--- src/rtl/fifo_offset_bank.sv ---
module fifo_offset_bank #(
  parameter int BYTE_W = 8,
  parameter int OFS_W  = 17
) (
  input  logic              clk,
  input  logic              mrst,
  input  logic              ld,
  input  logic              wen_n,
  input  logic              ren_n,
  input  logic              sen_n,
  input  logic              load_serial,
  input  logic              sin,
  input  logic [BYTE_W-1:0] din,
  output logic [BYTE_W-1:0] dout,
  output logic              mem_we,
  output logic              mem_re,
  output logic              serial_mode,
  output logic [OFS_W-1:0]  empty_ofs,
  output logic [OFS_W-1:0]  full_ofs
);
  localparam int TOP_W   = OFS_W - 2*BYTE_W;
  localparam int CHAIN_W = 2*OFS_W;
  localparam logic [OFS_W-1:0] DEF_LO = {{TOP_W{1'b0}}, {2{1'b0, {(BYTE_W-1){1'b1}}}}};
  localparam logic [OFS_W-1:0] DEF_HI = '1;

  logic [CHAIN_W-1:0] chain;
  logic [2:0]         wr_slot, rd_slot;
  logic [BYTE_W-1:0]  rd_val;

  assign empty_ofs = chain[OFS_W-1:0];
  assign full_ofs  = chain[CHAIN_W-1:OFS_W];

  wire par_wr = !ld && !wen_n &&  ren_n && !serial_mode;
  wire par_rd = !ld &&  wen_n && !ren_n;
  wire shift  = !ld &&  wen_n &&  ren_n && !sen_n && serial_mode;

  assign mem_we = !mrst && ld && !wen_n;
  assign mem_re = !mrst && ld && !ren_n;

  function automatic logic [2:0] bump(input logic [2:0] s);
    return (s == 3'd5) ? 3'd0 : s + 3'd1;
  endfunction

  always_comb begin
    case (rd_slot)
      3'd0:    rd_val = empty_ofs[BYTE_W-1:0];
      3'd1:    rd_val = empty_ofs[2*BYTE_W-1:BYTE_W];
      3'd2:    rd_val = BYTE_W'(empty_ofs[OFS_W-1:2*BYTE_W]);
      3'd3:    rd_val = full_ofs[BYTE_W-1:0];
      3'd4:    rd_val = full_ofs[2*BYTE_W-1:BYTE_W];
      3'd5:    rd_val = BYTE_W'(full_ofs[OFS_W-1:2*BYTE_W]);
      default: rd_val = '0;
    endcase
  end

  always_ff @(posedge clk) begin
    if (mrst) begin
      serial_mode <= load_serial;
      chain       <= ld ? {DEF_HI, DEF_HI} : {DEF_LO, DEF_LO};
      wr_slot     <= '0;
      rd_slot     <= '0;
      dout        <= '0;
    end else begin
      if (par_wr) begin
        case (wr_slot)
          3'd0: chain[BYTE_W-1:0]                    <= din;
          3'd1: chain[2*BYTE_W-1:BYTE_W]             <= din;
          3'd2: chain[OFS_W-1:2*BYTE_W]              <= din[TOP_W-1:0];
          3'd3: chain[OFS_W+BYTE_W-1:OFS_W]          <= din;
          3'd4: chain[OFS_W+2*BYTE_W-1:OFS_W+BYTE_W] <= din;
          3'd5: chain[CHAIN_W-1:OFS_W+2*BYTE_W]      <= din[TOP_W-1:0];
          default: ;
        endcase
        wr_slot <= bump(wr_slot);
      end else if (shift) begin
        chain <= {sin, chain[CHAIN_W-1:1]};
      end
      if (par_rd) begin
        dout    <= rd_val;
        rd_slot <= bump(rd_slot);
      end
    end
  end
endmodule

--- config.mk ---
export PLATFORM = sky130hd
export DESIGN_NAME = fifo_offset_bank
export DESIGN_NICKNAME = d
export VERILOG_FILES = /design/src/rtl/fifo_offset_bank.sv
export SDC_FILE = /design/constraint.sdc
export NUM_CORES = 1
export LEC_CHECK = 0
export ABC_CLOCK_PERIOD_IN_PS = 4900
export BUFFER_PORTS_ARGS = -buffer_cell sky130_fd_sc_hd__buf_4
export CORE_ASPECT_RATIO = 2
export CORE_MARGIN = 1
export CORE_UTILIZATION = 56
export CTS_CLUSTER_DIAMETER = 50
export DETAILED_ROUTE_END_ITERATION = 10
export PLACE_DENSITY_LB_ADDON = 0.3
export SYNTH_ARGS = -nofsm -noshare
export SYNTH_HDL_FRONTEND = slang
export SYNTH_SLANG_ARGS = --single-unit
--- constraint.sdc ---
create_clock -name clk -period 4.9 [get_ports clk]
set_input_delay 0.735 -clock clk [delete_from_list [all_inputs] [get_ports clk]]
set_output_delay 0.735 -clock clk [all_outputs]
set_load 0.01 [all_outputs]
# --- Word level (Yosys, flattened, before mapping) ---
# Index checks and enable logic that the tools add are counted.
op_classes:
  reduce_logical: 26
  muxes: 13
  addsub: 2
  eq_ne: 16
ops:
  columns: ["operator", "count"]
  rows:
  - ["2-to-1 mux 34 bit", 4]
  - ["one-hot mux 8 bit (6 select lines)", 1]
  - ["2-to-1 mux 8 bit", 4]
  - ["inequality test 3 x 2 -> 1 bit, second input constant", 6]
  - ["equality test 3 x 2 -> 1 bit, second input constant", 4]
  - ["equality test 3 bit, second input constant", 4]
  - ["AND reduction 2 bit", 6]
  - ["logical AND 1 bit", 11]
  - ["adder 3 x 1 -> 3 bit, second input constant", 2]
  - ["equality test 3 x 1 -> 1 bit, second input constant", 2]
  - ["zero test 1 bit", 6]
  - ["zero test 3 bit", 2]
  - ["2-to-1 mux 3 bit", 2]
  - ["nonzero test 3 bit", 1]
  - ["2-to-1 mux 1 bit", 2]
totals:
  out_inout_bits: 45
  input_bits: 16
  ff_bits: 49

# --- Depth between registers and ports, before layout ---
# Gate-level depths: netlist (run 1).
logic_depth:
  ltp_word: 8
  depth_mapped: 8
  mapped_depth_nobuf: 5

# --- Worst setup path before layout (run 1) ---
# OpenSTA, ideal clock, no wires.
synth_path:
  kind: "input to register"
  startpoint: "input wen_n"
  endpoint: "register chain[17] (enable)"
  stages: 5
  arrival_ns: 1.651
  n_path_buf: 1
  path_slack_ns: 2.879
  path_cell_list: "nor2_1 -> nand3_1 -> buf_2 -> nor3_1 -> nor2_1"
synth_via:
  elab_chain_cells: 6
synth_rtl:
  columns: ["element", "line_no", "text"]
  rows:
  - ["from (decl)", "8", "input logic wen_n,"]
  - ["zero test 1 bit or logical AND 1 bit (tied branches)", "33, 35", null]
  - ["logical AND 1 bit, on equally long branches (3 in series)", "33, 35", null]
  - ["inequality test 3 x 2 -> 1 bit (no source line) or nonzero test 3 bit (tied branches)", null, null]
  - ["AND reduction 2 bit (no source line) *", null, null]
  - ["to (signal assigned)", "59", "chain <= ld ? {DEF_HI, DEF_HI} : {DEF_LO, DEF_LO};"]
  - ["to (signal, indexed assignment)", "66", "3'd0: chain[BYTE_W-1:0] <= din;"]
  - ["to (signal, indexed assignment)", "67", "3'd1: chain[2*BYTE_W-1:BYTE_W] <= din;"]
  - ["to (decl)", "26", "logic [CHAIN_W-1:0] chain;"]
# Every way passes the cells marked *; elsewhere a longest branch is shown, timed or not.
# A chain may end at the register's enable or synchronous reset.

# --- Worst setup path in the final report (run 1) ---
layout_path:
  startpoint: "input wen_n"
  endpoint: "register chain[33], data pin"
layout_via:
  elab_chain_cells: 6
layout_rtl:
  columns: ["element", "line_no", "text"]
  rows:
  - ["zero test 1 bit", "33", "wire par_wr = !ld && !wen_n && ren_n && !serial_mode;"]
  - ["logical AND 1 bit (3 in series)", "33", null]
  - ["2-to-1 mux 34 bit", "64", "if (par_wr) begin"]
  - ["2-to-1 mux 34 bit", "57", "if (mrst) begin"]
# No other way between the ends.

==> metrics.md, run 1 <==
| Metric | Value |
|---|---|
| Wire length of the first global-routing pass | 8769 um |
| Area leader, netlist | edfxtp_1 |
| Core area | 0.003924 mm^2 |
| Hold violation count in the final report | 0 |
| Yosys top cell area share | 0.4528 |
| WS Path Type | input port to flop |
| Crit-path max cell delay | 1.04 ns |
| Final WL | 5660 um |
| H-tree Lvls | 2 |
| # fillers | 316 |
| Fin. max-slew vios | 0 |
| CTS Buf Count | 5 |
| Vias per cell | 5.856 |
| Status | completed |
| Dominant cells by area after synthesis | edfxtp_1 45%, dfxtp_1 12%, nand2_1 11%, a21oi_1 5.0%, mux2i_1 3.5% |
| Number of enable flip-flop cells after synthesis | 35 |
| Die H | 93.05 um |
| Port-buffer cells | 60 |
| Hpwl dp | 4221 um |
| Synth Instances | 232 |
| Met1 GRT Util | 0.3455 |
| Area delta synth->final | 23.99% |
| Final GP Congestion | 0.8286 |
| ANT nets after route | 0 |
| CP Buf/Inv Count | 1 |
| CP startpoint kind | input port |
| Worst-Skew Late Latency | 0.31 ns |
| Starting DRT DRC Count | 100 |
| Synth cell count leaders | 68 x nand2_1, 35 x edfxtp_1, 23 x a21oi_1, 14 x dfxtp_1, 14 x nor2_1 |
| Storage cell area | 0.001331 mm^2 |
| Area occupied by multi-input gates | 923.4 um^2 |
| GRT overflow | 0 |
| Cell at the slowest stage of the critical path | nor4b_2 |
| Row cnt | 32 |
| Setup Buffers After CTS | 0 |
| Total power | 838.2 uW |
| CTS max path bufs | 2 |
| Power per cell area | 291.3 mW/mm^2 |
| Netlist Area Pre-Place | 0.002321 mm^2 |
| Layout cells sized above 1 | 0.2552 |
| MaxCap Viol Count | 0 |
| Vias in the first global route | 1,835 |
| Routing usage on met2 | 0.4646 |
| Die extent in x | 47.52 um |
| Top-level I/O count | 61 |
| Syn_nets | 250 |
| Avg Cell Area, Syn | 10.00 um^2 |
| CP Capture Type | flop |
| Worst-path clk slew | 0.09 ns |
| Most used routing layer in global routing | met2 |
| RSZ-0062 raised after global routing | no |
| Arr. time, crit path | 2.52 ns |
| Via count | 1,997 |
| Initial Util | 0.5915 |
| Avg WL per Cell | 16.60 um |
| Critical Path Most Common Cell | a21oi_1 |
| # resized after CTS | 0 |
| Synth async-reset ratio | 0 |
| Maximum vdd ir drop | 0.0002572 V |
| FMAX | 424.8 MHz |
| Kind of cell adding the most delay to the critical path | simple AND/OR/NAND/NOR gates |
| Setup TNS | 0 ns |
| Ys flop type | edfxtp_1 |
| CP Max Fanout | 12 |
| Antenna Diode Count | 0 |
| HP Class | flop to flop |
| Most frequent cell after synthesis | nand2_1 |
| DRC Markers | 0 |
| Leakage | 0.001170 uW |
| Seq/Total Area, Yosys | 0.5736 |
| Final hold slack | 0.4873 ns |
| CTS tree | built |
| Largest net degree at the start of global routing | 38 |
| Max Clock Skew | 0.003959 ns |
| Slew @ Worst Pin | 1.237 ns |
| Number of detailed-route iterations in the first pass | 5 |
| Worst rel slew slack | 0.1731 |
| Yosys warnings | 0 |
| Final Critical Period | 2.354 ns |
| # hold bufs at CTS | 0 |
| Setup violations, final | 0 |
| GR Util met3 | 0.05212 |
| Crit share post-route | 0.4804 |
| Req. time, crit path | 5.06 ns |
| Total die area | 0.004422 mm^2 |
| Critical path cell sequence | buf_4 -> nor4b_2 -> a21oi_1 -> a21oi_1 |
| CTS Root Cell | clkbuf_8 |
| #FFs+latches synth | 49 |
| NumNets Final | 307 |
| Initial antenna violation count | 0 |
| GRT Total Usage | 0.2823 |
| Distinct cells, synth | 37 |
| Clk sinks | 49 |
logic make-up after synthesis:
kind of cell	share of synthesized area
simple gates	0.2027
compound gates	0.1423
flops	0.5736
buf+inv	0.02857
mux	0.03450
xor+xnor	0.007549
fa+ha+maj	0.01078
cells in the final DEF (no fill, tap or decap), drive strengths merged, types with 3 or more instances in the layout:
cell and count:
a21oi 23, edfxtp 35, a22oi 6, dfxtp 14, clkbuf 6, a22o 7
nand2 68, mux2i 8, nor2 14, inv 5, buf 61, nand3 3
nor3 3, or3 3, o21ai 7
layout make-up:
| type | count | area share |
|---|---|---|
| Clock inverter | 2 | 0.003478 |
| Timing Repair Buffer | 61 | 0.1591 |
| Tap cell | 51 | 0.02217 |
| Inverter | 5 | 0.006522 |
| Sequential cell | 49 | 0.4626 |
| Multi-Input combinational cell | 167 | 0.3209 |
| Clock buffer | 6 | 0.02522 |
flip-flops by register name (all words and copies together) (netlist names):
register,cells
rd_slot,3
chain,34
dout,8
wr_slot,3
serial_mode,1
path summary, 6_finish.rpt:
path	start	to	slack, ns	cells past startpoint
setup / recovery	wen_n	chain[33]$_DFFE_PP_	2.55	4
hold / removal	dout[7]$_SDFFE_PP0P_	dout[7]$_SDFFE_PP0P_	0.49	1
setup reg to reg	serial_mode$_DFFE_PP_	chain[33]$_DFFE_PP_	2.66	3
hold reg to reg	dout[7]$_SDFFE_PP0P_	dout[7]$_SDFFE_PP0P_	0.49	1
per-layer routing:
metal	part of all wire	routed length, um
met1	0.37	2088
met2	0.54	3078
met3	0.060	342
met4	0.027	151
met5	0	0
per-stage QoR:
step             util  instance area (um^2)  cells  setup WS [ns]
6_report       0.7334                  2878    341          2.546
5_1_grt        0.7334                  2878    341          2.423
4_1_cts        0.7334                  2878    341          2.594
3_5_place_dp   0.7124                  2795    333          2.286
3_3_place_gp   0.7124                  2795    333          2.374
2_1_floorplan       -                  2321    232          2.879
power breakdown:
group          internal [uW]  switching, uW
clock network           99.3            138
logic                   50.5           62.1
registers                469           19.4
worst register-to-register path: stages (launching register included):
cell,delay (ns)
edfxtp_1,0.47
nor4b_2,1.02
a21oi_1,0.38
a21oi_1,0.22
No activity file was read; power rests on OpenSTA's default activity.
==> inputs of run 2 (changes only) <==
ABC_CLOCK_PERIOD_IN_PS = 1900   (was 4900)
CORE_UTILIZATION = 47   (was 56)
clock period = 1.9 ns   (was 4.9 ns; I/O delays follow)
==> run 2 against run 1 <==
Non-clock buffer count grew 10. Die area grew 19%. Core utilization shrank 9.5 points. Routed wire length grew 2.0%. Combinational power grew to 2.7 times the previous value. Final cell count grew 4.1%. Sequential power grew to 2.6 times the previous value. Sequential share of layout area shrank 1.7 points. Via count grew 0.65%. Critical path depth grew 1. Global-route usage shrank 4.2 points. Count of clock-buffer cells in the layout shrank 1. Largest cell class unchanged. Highest routed layer unchanged.
==> metrics.md, run 2 (synthesis gave the netlist of run 1 again) <==
| Metric | Value |
|---|---|
| H-tree Lvls | 2 |
| Slew @ Worst Pin | 0.5177 ns |
| Via count | 2,010 |
| GRT overflow | 0 |
| Layout cells sized above 1 | 0.2833 |
| Vias per cell | 5.662 |
| Initial antenna violation count | 0 |
| Util after Layout | 0.6382 |
| Cell at the slowest stage of the critical path | edfxtp_1 |
| Commonest non-fill, non-tap cell in the layout | buf_4 |
| Req. time, crit path | 1.96 ns |
| # hold bufs at CTS | 0 |
| GRT Total Usage | 0.2398 |
| Arr. time, crit path | 1.70 ns |
| NumNets Final | 317 |
| CTS tree | built |
| Row cnt | 35 |
| Biggest register | chain |
| Hpwl dp | 4330 um |
| Largest net degree at the start of global routing | 34 |
| ANT nets after route | 0 |
| Worst rel slew slack | 0.6532 |
| Crit-path max cell delay | 0.45 ns |
| Crit share post-route | 0.8636 |
| Hold path start | load_serial |
| CTS max path bufs | 2 |
| Max Clock Skew | 0.007068 ns |
| Max FFs per register | 34 |
| Core area | 0.004686 mm^2 |
| Top-level I/O count | 61 |
| Non-Filler Instances | 355 |
| Leakage | 0.001231 uW |
| Die H | 101.4 um |
| RR Startpoint | serial_mode$_DFFE_PP_ |
| Maximum vdd ir drop | 0.0007073 V |
| Setup TNS | 0 ns |
| Worst-Skew Late Latency | 0.30 ns |
| Wire length of the first global-routing pass | 9287 um |
| FMAX | 609.5 MHz |
| CTS Root Cell | clkbuf_8 |
| Critical path cell sequence | nor2_1 -> nand3_1 -> nor2_1 -> a21oi_1 -> buf_4 |
| Final WL | 5774 um |
| Total power | 2316 uW |
| Port-buffer cells | 60 |
| WS Path Type | flop to flop |
| Number of detailed-route iterations in the first pass | 4 |
| CP Max Fanout | 8 |
| MaxCap Viol Count | 0 |
| Critical Path Most Common Cell | nor2_1 |
| Starting DRT DRC Count | 77 |
| Final GP Congestion | 0.8578 |
| Die extent in x | 51.69 um |
| Vias in the first global route | 1,872 |
| Status | completed |
| HP Class | input port to flop |
| RSZ-0062 raised after global routing | no |
| Hold violation count in the final report | 0 |
| Total die area | 0.005240 mm^2 |
| DRC Markers | 0 |
| Worst-path clk slew | 0.09 ns |
| Area delta synth->final | 28.84% |
| Biggest regs | chain x34, dout x8 |
| CP Capture Type | flop |
| Fin. max-slew vios | 0 |
| Final Critical Period | 1.641 ns |
| Most frequent cells in the layout | 71 x buf_4, 68 x nand2_1, 35 x edfxtp_1, 23 x a21oi_1 |
| Initial Util | 0.4953 |
| Avg WL per Cell | 16.26 um |
| Antenna Diode Count | 0 |
| CTS Buf Count | 5 |
| DP Cell Count | 347 |
| Setup Buffers After CTS | 0 |
| Clk sinks | 49 |
| Setup violations, final | 0 |
| CP startpoint kind | flop |
| # resized after CTS | 0 |
| Power per cell area | 774.6 mW/mm^2 |
| Worst Setup SP | serial_mode$_DFFE_PP_ |
-- run 2: cell types whose count changed in the layout (fill, tap and decap cells not counted) --
| cell | change |
|---|---|
| buf_4 | +10 |
| clkinv_2 | -2 |
| bufinv_16 | +1 |
| clkbuf_1 | -1 |
| clkinv_4 | +1 |
| clkinvlp_4 | +1 |
-- run 2: power by group --
part | internal [uW] | total (uW) | leakage [uW] | switching, uW
clock network | 394 | 754 | 0.0000543 | 360
registers | 1210 | 1250 | 0.000412 | 45.9
logic | 142 | 309 | 0.000765 | 166
total | 1740 | 2320 | 0.00123 | 572
-- run 2: final timing paths --
kind                      endpoint  slack (ns)  depth (start not counted)
max            chain[32]$_DFFE_PP_        0.26                          5
min          serial_mode$_DFFE_PP_        0.17                          1
max reg2reg    chain[32]$_DFFE_PP_        0.26                          5
min reg2reg   dout[2]$_SDFFE_PP0P_        0.48                          1
-- run 2: cell type report --
cell class / instances / area (um^2)
fillers: 380 / 1695
flip-flops and latches: 49 / 1331
multi-input cells: 167 / 923.4
repair buffers: 71 / 533.0
clock buffers: 5 / 68.82
well taps: 55 / 68.82
clock inverters: 3 / 46.29
inverters: 5 / 18.77
-- run 2: metal layers --
layer  GRT usage  part of all wire  routed length, um
met5           0                 0                  0
met4     0.08732             0.018                102
met3     0.03754             0.040                233
met2      0.4186              0.55               3174
met1      0.2909              0.39               2263
-- run 2: critical path, delay by kind of cell, from the launching register on --
family / cells / cell delay [ns]
buffers and inverters: 1 / 0.21
AOI/OAI and AO/OA: 1 / 0.13
DFF: 1 / 0.45
and+or+nand+nor: 3 / 0.61
-- run 2: through the flow --
step / setup WS, ns / hold slack [ns] / cell area (um^2)
finish: 0.2592 / 0.1681 / 2990
global placement: 0.3725 / 0.4576 / 2875
global route: 0.1145 / 0.1552 / 2990
floorplan: 0.08696 / 0.3839 / 2321
detailed placement: 0.3102 / 0.4567 / 2875
CTS: 0.2700 / 0.1600 / 2990
==> inputs of run 3 (changes only) <==
PLACE_DENSITY = 0.85   (was default)
PLACE_DENSITY_LB_ADDON = default   (was 0.3)
==> run 3 against run 2 <==
First-iteration DRC count is 16% higher. Via count is 2.7% lower. Largest power group unchanged. Die area stayed put. Critical path depth stayed put. Highest routed layer unchanged. Combinational power hardly changed. Register-to-register slack worse by 0.04 ns.
==> metrics.md, run 3 (synthesis gave the netlist of run 1 again) <==
| Metric | Value |
|---|---|
| Slew @ Worst Pin | 0.5802 ns |
| Wire length of the first global-routing pass | 9321 um |
| Hpwl dp | 4377 um |
| CP startpoint kind | flop |
| Final Critical Period | 1.681 ns |
| GRT Total Usage | 0.2405 |
| Initial antenna violation count | 0 |
| # hold bufs at CTS | 0 |
| CTS Buf Count | 5 |
| Req. time, crit path | 1.97 ns |
| Worst rel slew slack | 0.6114 |
| Arr. time, crit path | 1.75 ns |
| Hold violation count in the final report | 0 |
| Power per cell area | 743.7 mW/mm^2 |
| Antenna Diode Count | 0 |
| Worst-path clk slew | 0.09 ns |
| Number of detailed-route iterations in the first pass | 4 |
| Worst reg2reg setup slack | 0.22 ns |
| Maximum vdd ir drop | 0.0005849 V |
| Avg WL per Cell | 15.93 um |
| Leakage | 0.001216 uW |
| Top-level I/O count | 61 |
| Setup violations, final | 0 |
| Final WL | 5639 um |
| Area delta synth->final | 27.60% |
| Die extent in x | 51.69 um |
| Util after Layout | 0.6320 |
| Clk sinks | 49 |
| Hold depth | 1 |
| Vias in the first global route | 1,910 |
| RSZ-0062 raised after global routing | no |
| Max Clock Skew | 0.007762 ns |
| Initial Util | 0.4953 |
| CP Max Fanout | 8 |
| Final GP Congestion | 0.8356 |
| Biggest regs | chain x34, dout x8 |
| ANT nets after route | 0 |
| Setup TNS | 0 ns |
| Most frequent cells in the layout | 70 x buf_4, 68 x nand2_1, 35 x edfxtp_1, 23 x a21oi_1 |
| NumNets Final | 316 |
| Max FFs per register | 34 |
| FMAX | 594.8 MHz |
| Worst-Skew Late Latency | 0.30 ns |
| WS Path Type | flop to flop |
| CTS Root Cell | clkbuf_8 |
| Row cnt | 35 |
| Vias per cell | 5.525 |
| DRC Markers | 0 |
| Die H | 101.4 um |
| Commonest non-fill, non-tap cell in the layout | buf_4 |
| Port-buffer cells | 60 |
| Biggest register | chain |
| Starting DRT DRC Count | 89 |
| CP Capture Type | flop |
| Via count | 1,956 |
| HP Class | input port to flop |
| Fin. max-slew vios | 0 |
| CTS max path bufs | 2 |
| MaxCap Viol Count | 0 |
| Non-Filler Instances | 354 |
| DP Cell Count | 346 |
| Core area | 0.004686 mm^2 |
| Layout cells sized above 1 | 0.2776 |
| Setup Buffers After CTS | 0 |
| # resized after CTS | 0 |
| R2R cell count | 5 |
| Crit share post-route | 0.8849 |
| H-tree Lvls | 2 |
| Largest net degree at the start of global routing | 34 |
| Status | completed |
| CTS tree | built |
| Total die area | 0.005240 mm^2 |
| GRT overflow | 0 |
run 3: through the flow:
stage,setup slack (ns),cell area [um^2],hold slack (ns),total power [uW]
CTS,0.2211,2962,0.1507,2216
global placement,0.3287,2868,0.4594,1576
floorplan,0.08696,2321,0.3839,1421
global route,0.1098,2962,0.1459,2290
detailed placement,0.2592,2868,0.4692,1587
finish,0.2187,2962,0.1547,2203
run 3: final timing paths:
path                                             from               endpoint
worst max-delay path            serial_mode$_DFFE_PP_    chain[24]$_DFFE_PP_
worst min-delay path                      load_serial  serial_mode$_DFFE_PP_
worst max register to register  serial_mode$_DFFE_PP_    chain[24]$_DFFE_PP_
worst min register to register   dout[1]$_SDFFE_PP0P_   dout[1]$_SDFFE_PP0P_
run 3: worst max-delay path, stage by stage (launching register included):
cell	delay [ns]
edfxtp_1	0.43
nor2_1	0.08
o21bai_1	0.15
a31oi_1	0.48
nor2_1	0.11
buf_4	0.20
run 3: area by class of cell:
| type | instances | area, um^2 |
|---|---|---|
| fill | 372 | 1724 |
| clock buffer | 7 | 86.33 |
| tap | 55 | 68.82 |
| clock inverter | 1 | 7.507 |
| inverter | 5 | 18.77 |
| sequential | 49 | 1331 |
| timing repair buffer | 70 | 525.5 |
| multi-input combinational | 167 | 923.4 |
run 3: where the power goes:
group	switching (uW)	internal, uW	total [uW]	leakage (uW)
clock network	346	296	642	0.0000445
logic	165	142	307	0.000759
registers	46.2	1210	1250	0.000412
run 3: per-layer routing:
layer	GRT usage	wire length, um	up-vias
met5	0	0	-
met4	0.09148	113	0
met3	0.04505	278	10
met2	0.4196	3131	65
met1	0.2853	2115	922
li1	-	-	959
